### src/rtl/wmul_pkg.sv
package wmul_pkg;
  localparam int unsigned DIG_W_DEF = 8;
  localparam int unsigned N_DIG_DEF = 4;

  typedef struct packed {
    logic full;
    logic neg;
  } op_mode_t;
endpackage

### src/rtl/wmul_sign.sv
module wmul_sign #(
  parameter int unsigned OPW = 32
) (
  input  logic [OPW-1:0] a_i,
  input  logic [OPW-1:0] b_i,
  input  logic           signed_i,
  output logic [OPW-1:0] mag_a_o,
  output logic [OPW-1:0] mag_b_o,
  output logic           neg_o
);
  logic sa, sb;
  assign sa = signed_i & a_i[OPW-1];
  assign sb = signed_i & b_i[OPW-1];
  // most negative value maps onto itself, read as unsigned
  assign mag_a_o = sa ? (OPW'(0) - a_i) : a_i;
  assign mag_b_o = sb ? (OPW'(0) - b_i) : b_i;
  assign neg_o   = sa ^ sb;
endmodule

### src/rtl/wmul_mul8.sv
module wmul_mul8 #(
  parameter int unsigned DIG_W = 8
) (
  input  logic [DIG_W-1:0]   x_i,
  input  logic [DIG_W-1:0]   y_i,
  output logic [2*DIG_W-1:0] p_o
);
  assign p_o = (2*DIG_W)'(x_i) * (2*DIG_W)'(y_i);
endmodule

### src/rtl/wmul_seq.sv
module wmul_seq #(
  parameter int unsigned N_DIG = 4,
  localparam int unsigned IW   = (N_DIG > 1) ? $clog2(N_DIG) : 1
) (
  input  logic          clk_i,
  input  logic          rst_ni,
  input  logic          start_i,
  input  logic          full_i,
  output logic          load_o,
  output logic          busy_o,
  output logic          last_o,
  output logic          full_o,
  output logic [IW-1:0] i_o,
  output logic [IW-1:0] j_o
);
  logic          busy_q, full_q;
  logic [IW-1:0] i_q, j_q, j_end;

  assign load_o = start_i & ~busy_q;
  // truncated rounds stop at column N_DIG-1
  assign j_end  = full_q ? IW'(N_DIG-1) : (IW'(N_DIG-1) - i_q);
  assign last_o = busy_q && (i_q == IW'(N_DIG-1)) && (j_q == j_end);

  always_ff @(posedge clk_i or negedge rst_ni) begin
    if (!rst_ni) begin
      busy_q <= 1'b0;
      full_q <= 1'b0;
      i_q    <= '0;
      j_q    <= '0;
    end else if (load_o) begin
      busy_q <= 1'b1;
      full_q <= full_i;
      i_q    <= '0;
      j_q    <= '0;
    end else if (busy_q) begin
      if (last_o) begin
        busy_q <= 1'b0;
      end else if (j_q == j_end) begin
        i_q <= i_q + 1'b1;
        j_q <= '0;
      end else begin
        j_q <= j_q + 1'b1;
      end
    end
  end

  assign busy_o = busy_q;
  assign full_o = full_q;
  assign i_o    = i_q;
  assign j_o    = j_q;
endmodule

### src/rtl/wmul_acc.sv
module wmul_acc #(
  parameter int unsigned DIG_W = 8,
  parameter int unsigned N_DIG = 4,
  localparam int unsigned OPW  = DIG_W*N_DIG,
  localparam int unsigned RW   = 2*OPW,
  localparam int unsigned OW   = $clog2(2*N_DIG)
) (
  input  logic               clk_i,
  input  logic               rst_ni,
  input  logic               clear_i,
  input  logic               add_i,
  input  logic               full_i,
  input  logic [OW-1:0]      off_i,
  input  logic [2*DIG_W-1:0] pp_i,
  output logic [RW-1:0]      mask_o,
  output logic [RW-1:0]      nxt_o
);
  logic [RW-1:0] acc_q, shifted, sum;

  assign mask_o  = full_i ? {RW{1'b1}} : {{OPW{1'b0}}, {OPW{1'b1}}};
  assign shifted = RW'(pp_i) << (off_i * DIG_W);
  assign sum     = acc_q + shifted;
  // carries past the kept width are dropped
  assign nxt_o   = sum & mask_o;

  always_ff @(posedge clk_i or negedge rst_ni) begin
    if (!rst_ni)      acc_q <= '0;
    else if (clear_i) acc_q <= '0;
    else if (add_i)   acc_q <= nxt_o;
  end
endmodule

### src/rtl/wmul_top.sv
module wmul_top
  import wmul_pkg::*;
#(
  parameter int unsigned DIG_W = DIG_W_DEF,
  parameter int unsigned N_DIG = N_DIG_DEF,
  localparam int unsigned OPW  = DIG_W*N_DIG,
  localparam int unsigned RW   = 2*OPW,
  localparam int unsigned IW   = (N_DIG > 1) ? $clog2(N_DIG) : 1,
  localparam int unsigned OW   = $clog2(2*N_DIG)
) (
  input  logic           clk_i,
  input  logic           rst_ni,
  input  logic           start_i,
  input  logic [OPW-1:0] a_i,
  input  logic [OPW-1:0] b_i,
  input  logic           full_i,
  input  logic           signed_i,
  output logic           busy_o,
  output logic           done_o,
  output logic [RW-1:0]  result_o
);
  logic [OPW-1:0]     mag_a, mag_b, a_q, b_q;
  logic               neg;
  op_mode_t           mode_q;
  logic               load, busy, last, full_q;
  logic [IW-1:0]      i_idx, j_idx;
  logic [DIG_W-1:0]   a_dig, b_dig;
  logic [2*DIG_W-1:0] pp;
  logic [RW-1:0]      mask, acc_nxt, res_q, fixed;
  logic               done_q;

  wmul_sign #(.OPW(OPW)) u_sign (
    .a_i(a_i), .b_i(b_i), .signed_i(signed_i),
    .mag_a_o(mag_a), .mag_b_o(mag_b), .neg_o(neg)
  );

  wmul_seq #(.N_DIG(N_DIG)) u_seq (
    .clk_i(clk_i), .rst_ni(rst_ni), .start_i(start_i), .full_i(full_i),
    .load_o(load), .busy_o(busy), .last_o(last), .full_o(full_q),
    .i_o(i_idx), .j_o(j_idx)
  );

  always_ff @(posedge clk_i or negedge rst_ni) begin
    if (!rst_ni) begin
      a_q    <= '0;
      b_q    <= '0;
      mode_q <= '0;
    end else if (load) begin
      a_q    <= mag_a;
      b_q    <= mag_b;
      mode_q <= '{full: full_i, neg: neg};
    end
  end

  assign a_dig = a_q[j_idx*DIG_W +: DIG_W];
  assign b_dig = b_q[i_idx*DIG_W +: DIG_W];

  wmul_mul8 #(.DIG_W(DIG_W)) u_mul (.x_i(b_dig), .y_i(a_dig), .p_o(pp));

  wmul_acc #(.DIG_W(DIG_W), .N_DIG(N_DIG)) u_acc (
    .clk_i(clk_i), .rst_ni(rst_ni), .clear_i(load), .add_i(busy),
    .full_i(full_q), .off_i(OW'(i_idx) + OW'(j_idx)), .pp_i(pp),
    .mask_o(mask), .nxt_o(acc_nxt)
  );

  assign fixed = mode_q.neg ? ((RW'(0) - acc_nxt) & mask) : acc_nxt;

  always_ff @(posedge clk_i or negedge rst_ni) begin
    if (!rst_ni) begin
      res_q  <= '0;
      done_q <= 1'b0;
    end else begin
      done_q <= last;
      if (last) res_q <= fixed;
    end
  end

  assign busy_o   = busy;
  assign done_o   = done_q;
  assign result_o = res_q;
endmodule

### config.mk
export PLATFORM = sky130hd
export DESIGN_NAME = wmul_top
export DESIGN_NICKNAME = d
export VERILOG_FILES = /design/src/rtl/wmul_pkg.sv /design/src/rtl/wmul_sign.sv /design/src/rtl/wmul_mul8.sv /design/src/rtl/wmul_seq.sv /design/src/rtl/wmul_acc.sv /design/src/rtl/wmul_top.sv
export SDC_FILE = /design/constraint.sdc
export NUM_CORES = 1
export LEC_CHECK = 0
export BUFFER_PORTS_ARGS = -buffer_cell sky130_fd_sc_hd__buf_2
export CAP_MARGIN = 20
export CORE_UTILIZATION = 63
export CTS_CLUSTER_DIAMETER = 80
export DETAILED_ROUTE_END_ITERATION = 16
export PLACE_DENSITY_LB_ADDON = 0.15
export SETUP_SLACK_MARGIN = 0.4
export SLEW_MARGIN = 10
export SYNTH_ARGS = -nofsm -noshare
export SYNTH_HDL_FRONTEND = slang
export SYNTH_HIERARCHICAL = 1
export SYNTH_SLANG_ARGS = --single-unit
### constraint.sdc
create_clock -name clk_i -period 12.71 [get_ports clk_i]
set_clock_uncertainty 0.1 [all_clocks]
set_input_delay 1.271 -clock clk_i [delete_from_list [all_inputs] [get_ports clk_i]]
set_output_delay 1.271 -clock clk_i [all_outputs]
set_load 0.02 [all_outputs]
==> flow_summary_export.csv, run 1 <==
group,metric,value,unit
grt,grt_start_max_net_pins,99,
synthesis,ys.flop_type,"dfrtp_1",
min_path,hold_path.class,"register to register",
route,drt-pass1-iter-count,7,
route,wl_per_cell,21.0,um
grt,grt_util_all_layers,37.1,%
grt,grt_use_met1,49.7,%
route,viasPerCell,6.46,
clocking,cts.sinks,200,
grt,grt_pass1_vias,16348,
synthesis,synth_seq_cells,200,
synthesis,syn-instance-count,2229,
clocking,holdBufCountCts,0,
synthesis,synth_warnings,6,
route,ant_nets,0,
die,start_util,64.7,%
sta,period_needed,11010,ps
clocking,path_clk_slew,70,ps
synthesis,ys_seq_area_share,26.6,%
place,place_hpwl,42.6,mm
critical_path,worstPathMaxFanout,17,
critical_path,cp-end-kind,"register",
critical_path,critPathArrivalTime,11310,ps
die,die-width,175,um
synthesis,netlist_area,18800,um^2
die,die_h,175,um
synthesis,synth_top_area_share,26.6,%
synthesis,ys_types,99,
critical_path,crit_path_frequent_cell,"a21oi_1",
synthesis,yosys.area.top_type,"dfrtp_1",
critical_path,crit_required,13000,ps
clocking,cts_setup_buffers,0,
sta,hold_violations,0,
final_layout,syn_to_final_growth,5.61,%
critical_path,critPathSlowestCell,"dfrtp_1",
critical_path,path_class,"register to register",
die,ios,135,
route,vias,17150,
sta,max_freq,90.8,MHz
die,rows,62,
route,finalWirelength,55.8,mm
clocking,cts-htree-levels,4,
sta,slew_headroom,28.6,%
grt,use_met3,5.53,%
route,route.detailed.drc,0,
clocking,cts_root_buf,"clkbuf_16",
sta,setup_viol,0,
clocking,cts_buffer_depth,2,
place,io_buffers,134,
place,place.gp.congestion,1.01,
route,drtIter0Drc,1841,
grt,grt_first_pass_wirelength,88.9,mm
final_layout,fin_nets,2470,
synthesis,synth_area_per_cell,8.45,um^2
die,coreArea,29100,um^2
job,cap_violations,0,
sta,fin_crit_sh,86.7,%
synthesis,yosys-top-cells-area,"dfrtp_1 (27%), ha_1 (7.0%), nor2_1 (4.5%)",
final_layout,layout-drive-gt1-share,13.5,%
die,die_area,30600,um^2
grt,antenna_found_initial,1,
clocking,cts_made_buffers,17,
clocking,worstSkewPairLatency,460,ps
sta,rsz0062_at_grt,"no",
critical_path,cp_slowest_stage_delay,850,ps
sta,tightest_slew,1070,ps
final_layout,fillerInstances,2429,
outcome,status,"completed",
synthesis,synth_edf_count,0,
synthesis,async_flop_share,100,%
sta,tns,0,ps
critical_path,startpoint_type,"register",
grt,met2_usage,59.8,%
clocking,cts_resized,0,
sta,slew_viol_final,0,
grt,grt-busiest-layer,"met2",
clocking,cts_tree,"built",
grt,grt.overflow.total,0,
[registers in the layout (all words and copies together) (netlist names)]
register,count
b_q,32
u_seq/i_o,2
mode_q,1
done_o,1
u_acc/acc_q,64
result_o,64
u_seq/full_o,1
a_q,32
u_seq/busy_o,1
u_seq/j_o,2
[cells in the mapped netlist (all sizes together), types with 15 or more instances]
master	count
a21o	27
nor3	54
mux4	16
mux2i	46
nor4	24
nor2b	40
nand4	28
and3	23
xnor2	74
dfrtp	200
or4	22
fa	38
o21ai	98
inv	102
nand4b	16
nor3b	21
nand2	184
mux2	66
a21oi	141
ha	105
or3	15
nor2	224
clkbuf	87
a31oi	63
nand3	57
xor2	59
a22o	41
buf	78
o31ai	24
nand2b	19
and2	94
[final timing paths]
kind / start / to / slack [ps] / cells past startpoint
max in group asynchronous: rst_ni / result_o[10]$_DFFE_PN0P_ / 10380 / 2
worst max-delay path: u_seq/j_o[0]$_DFFE_PN0P_ / result_o[53]$_DFFE_PN0P_ / 1700 / 34
min in group asynchronous: rst_ni / u_acc/acc_q[55]$_DFFE_PN0P_ / 730 / 1
worst max register to register: u_seq/j_o[0]$_DFFE_PN0P_ / result_o[53]$_DFFE_PN0P_ / 1700 / 34
worst min register to register: result_o[25]$_DFFE_PN0P_ / result_o[25]$_DFFE_PN0P_ / 410 / 1
worst min-delay path: result_o[25]$_DFFE_PN0P_ / result_o[25]$_DFFE_PN0P_ / 410 / 1
[kinds of logic after synthesis]
| kind of cell | synth area share, % |
|---|---|
| other | 0.0199 |
| AND/OR/NAND/NOR | 23.5 |
| AO/OA/AOI/OAI | 17.7 |
| buffers and inverters | 6.72 |
| adder cells (fa/ha/maj) | 11.0 |
| XOR/XNOR | 6.18 |
| flip-flops | 26.6 |
| multiplexers | 8.32 |
[critical path: cells and delay by family, from the launching register on]
| kind | cells | cell delay, ps |
|---|---|---|
| flops | 1 | 850 |
| xor+xnor | 2 | 330 |
| buf+inv | 4 | 200 |
| simple gates | 12 | 3070 |
| mux | 2 | 1250 |
| fa+ha+maj | 6 | 2890 |
| compound gates | 8 | 2250 |
[layer usage]
metal / share of wire, % / wire length, um
met4: 3.7 / 2090
met2: 47 / 26200
met1: 43 / 24000
met5: 0 / 0
met3: 6.3 / 3530
[placed cells by master (no fill, tap or decap), drive strengths merged, types with 23 or more instances in the layout]
cell and count:
buf 143, inv 104, a21oi 141, nand2 184, fa 38, o31ai 24
nor3 54, dfrtp 200, nor2b 40, a21o 27, ha 105, conb 32
a31oi 63, xor2 59, a22o 41, mux2i 46, nor4 24, and3 23
mux2 66, nand4 28, and2 94, o21ai 98, xnor2 74, nor2 224
nand3 57
[final cells by class]
class,count,area [um^2],share of cell area (%)
clock inverter,11,92.6,0.465
sequential,200,5010,25.2
antenna,1,2.50,0.0126
inverter,102,383,1.92
tap,384,480,2.42
clock buffer,21,470,2.37
timing repair buffer,144,754,3.79
multi-input combinational,1793,12700,63.8
[stage by stage]
stage / cells / instance area [um^2] / util, % / hold slack (ps) / worst slack [ps]
after CTS: 2655 / 19900 / 68.4 / 406 / 1910
after floorplan: 2260 / 19000 / - / 356 / 3390
after global placement: 2623 / 19300 / 66.4 / 375 / 2000
after detailed placement: 2623 / 19300 / 66.4 / 385 / 1990
final: 2656 / 19900 / 68.4 / 406 / 1700
after global routing: 2655 / 19900 / 68.4 / 423 / 1280
Power of run 1 is not shown: default switching activity piles up to over one toggle a cycle in this logic, so the estimate is an artifact.
==> inputs of run 2 (changes only) <==
--- a/config.mk
+++ b/config.mk
@@ -5,9 +5,11 @@
 export SDC_FILE = /design/constraint.sdc
 export NUM_CORES = 1
 export LEC_CHECK = 0
+export ABC_CLOCK_PERIOD_IN_PS = 12710
 export BUFFER_PORTS_ARGS = -buffer_cell sky130_fd_sc_hd__buf_2
 export CAP_MARGIN = 20
 export CORE_UTILIZATION = 63
+export CTS_BUF_LIST = sky130_fd_sc_hd__clkbuf_16
 export CTS_CLUSTER_DIAMETER = 80
 export DETAILED_ROUTE_END_ITERATION = 16
 export PLACE_DENSITY_LB_ADDON = 0.15
==> run 2 against run 1 <==
Effect of this change:
- design area shrank 0.14%
- highest routed layer unchanged
- non-clock buffer count is the same
- first-iteration DRC count shrank 6.1%
- utilization shrank 0.095 points
- largest cell class unchanged
- worst setup slack gained 59 ps
- sequential share of layout area is essentially flat
- die area is the same
- hold slack is essentially flat
- critical path depth is the same
- flip-flop and latch count is the same
- global-route usage is essentially flat
- wire length grew 0.21%
==> flow_summary_export.csv, run 2 (synthesis gave the netlist of run 1 again) <==
group,metric,value,unit
critical_path,crit_path_frequent_cell,"a21oi_1",
clocking,holdBufCountCts,0,
min_path,hold_path.class,"register to register",
critical_path,cp-end-kind,"register",
clocking,cts_setup_buffers,0,
sta,max_freq,91.3,MHz
route,vias,17260,
die,die_h,175,um
route,finalWirelength,55.9,mm
critical_path,path_class,"register to register",
place,place_hpwl,42.6,mm
route,drt-pass1-iter-count,6,
die,rows,62,
die,start_util,64.7,%
route,drtIter0Drc,1728,
final_layout,final_cell_mix,"nor2_1 (223), dfrtp_1 (197), nand2_1 (184)",
sta,slew_headroom,28.4,%
clocking,cts_resized,0,
grt,antenna_found_initial,1,
final_layout,layout-drive-gt1-share,13.3,%
final_layout,fin_nets,2470,
grt,grt_util_all_layers,37.1,%
route,viasPerCell,6.50,
place,pre_cts_ws,1990,ps
sta,tns,0,ps
sta,hold_violations,0,
final_layout,syn_to_final_growth,5.47,%
die,die-width,175,um
min_path,hold_depth,1,
job,cap_violations,0,
sta,fin_crit_sh,86.2,%
sta,tightest_slew,1070,ps
clocking,cts_made_buffers,17,
place,dp_cells,2623,
route,wl_per_cell,21.1,um
grt,grt_pass1_vias,16360,
critical_path,critPathArrivalTime,11250,ps
critical_path,startpoint_type,"register",
die,die_area,30600,um^2
clocking,cts_root_buf,"clkbuf_16",
sta,setup_ws,1750,ps
clocking,cts_buffer_depth,2,
critical_path,rr_worst_depth,34,
final_layout,final_common_cell,"nor2_1",
clocking,cts-htree-levels,4,
die,coreArea,29100,um^2
outcome,status,"completed",
critical_path,crit_required,13000,ps
clocking,cts_tree,"built",
route,ant_nets,0,
critical_path,critPathTopFamily,"simple AND/OR/NAND/NOR gates",
critical_path,cp.depth,34,
clocking,path_clk_slew,80,ps
critical_path,worstPathMaxFanout,17,
sta,setup_viol,0,
final_layout,stdcell_count,2657,
clocking,cts.sinks,200,
grt,grt_start_max_net_pins,99,
sta,rsz0062_at_grt,"no",
sta,slew_viol_final,0,
critical_path,cp_slowest_stage_delay,860,ps
place,io_buffers,134,
final_layout,multiInputGateArea,12700,um^2
critical_path,critPathSlowestCell,"dfrtp_1",
die,ios,135,
clocking,worstSkewPairLatency,470,ps
grt,grt_first_pass_wirelength,89.0,mm
final_layout,regArea,5010,um^2
sta,period_needed,10960,ps
critical_path,cp_num_buf_inv,4,
place,place.gp.congestion,1.01,
grt,grt.overflow.total,0,
route,route.detailed.drc,0,
final_layout,fillerInstances,2436,
[run 2: metal layers]
metal / track usage (%) / vias up / wire, um
li1: - / 7983 / -
met1: 49.8 / 8333 / 23700
met2: 60.3 / 820 / 26400
met3: 5.37 / 124 / 3840
met4: 14.9 / 0 / 2000
met5: 0 / - / 0
[run 2: final cells by class]
class                           instances  area share [%]
Antenna cell                            2          0.0252
Clock buffer                           17            2.14
Clock inverter                         15           0.542
Inverter                              102            1.93
Multi-Input combinational cell       1793            63.9
Sequential cell                       200            25.2
Tap cell                              384            2.42
Timing Repair Buffer                  144            3.80
[run 2: per-stage QoR]
stage               util (%)  cell area [um^2]  hold slack (ps)
floorplan                  -             19000              356
global placement        66.4             19300              375
detailed placement      66.4             19300              385
CTS                     68.3             19900              406
global route            68.3             19900              423
finish                  68.3             19900              406
[run 2: worst paths after layout]
| check | from | to | slack [ps] |
|---|---|---|---|
| max | u_seq/i_o[0]$_DFFE_PN0P_ | result_o[53]$_DFFE_PN0P_ | 1750 |
| min | result_o[25]$_DFFE_PN0P_ | result_o[25]$_DFFE_PN0P_ | 410 |
| max reg2reg | u_seq/i_o[0]$_DFFE_PN0P_ | result_o[53]$_DFFE_PN0P_ | 1750 |
| min reg2reg | result_o[25]$_DFFE_PN0P_ | result_o[25]$_DFFE_PN0P_ | 410 |
| max in group asynchronous | rst_ni | result_o[10]$_DFFE_PN0P_ | 10380 |
| min in group asynchronous | rst_ni | u_acc/acc_q[55]$_DFFE_PN0P_ | 730 |
Power of run 2 is left out for the same reason.
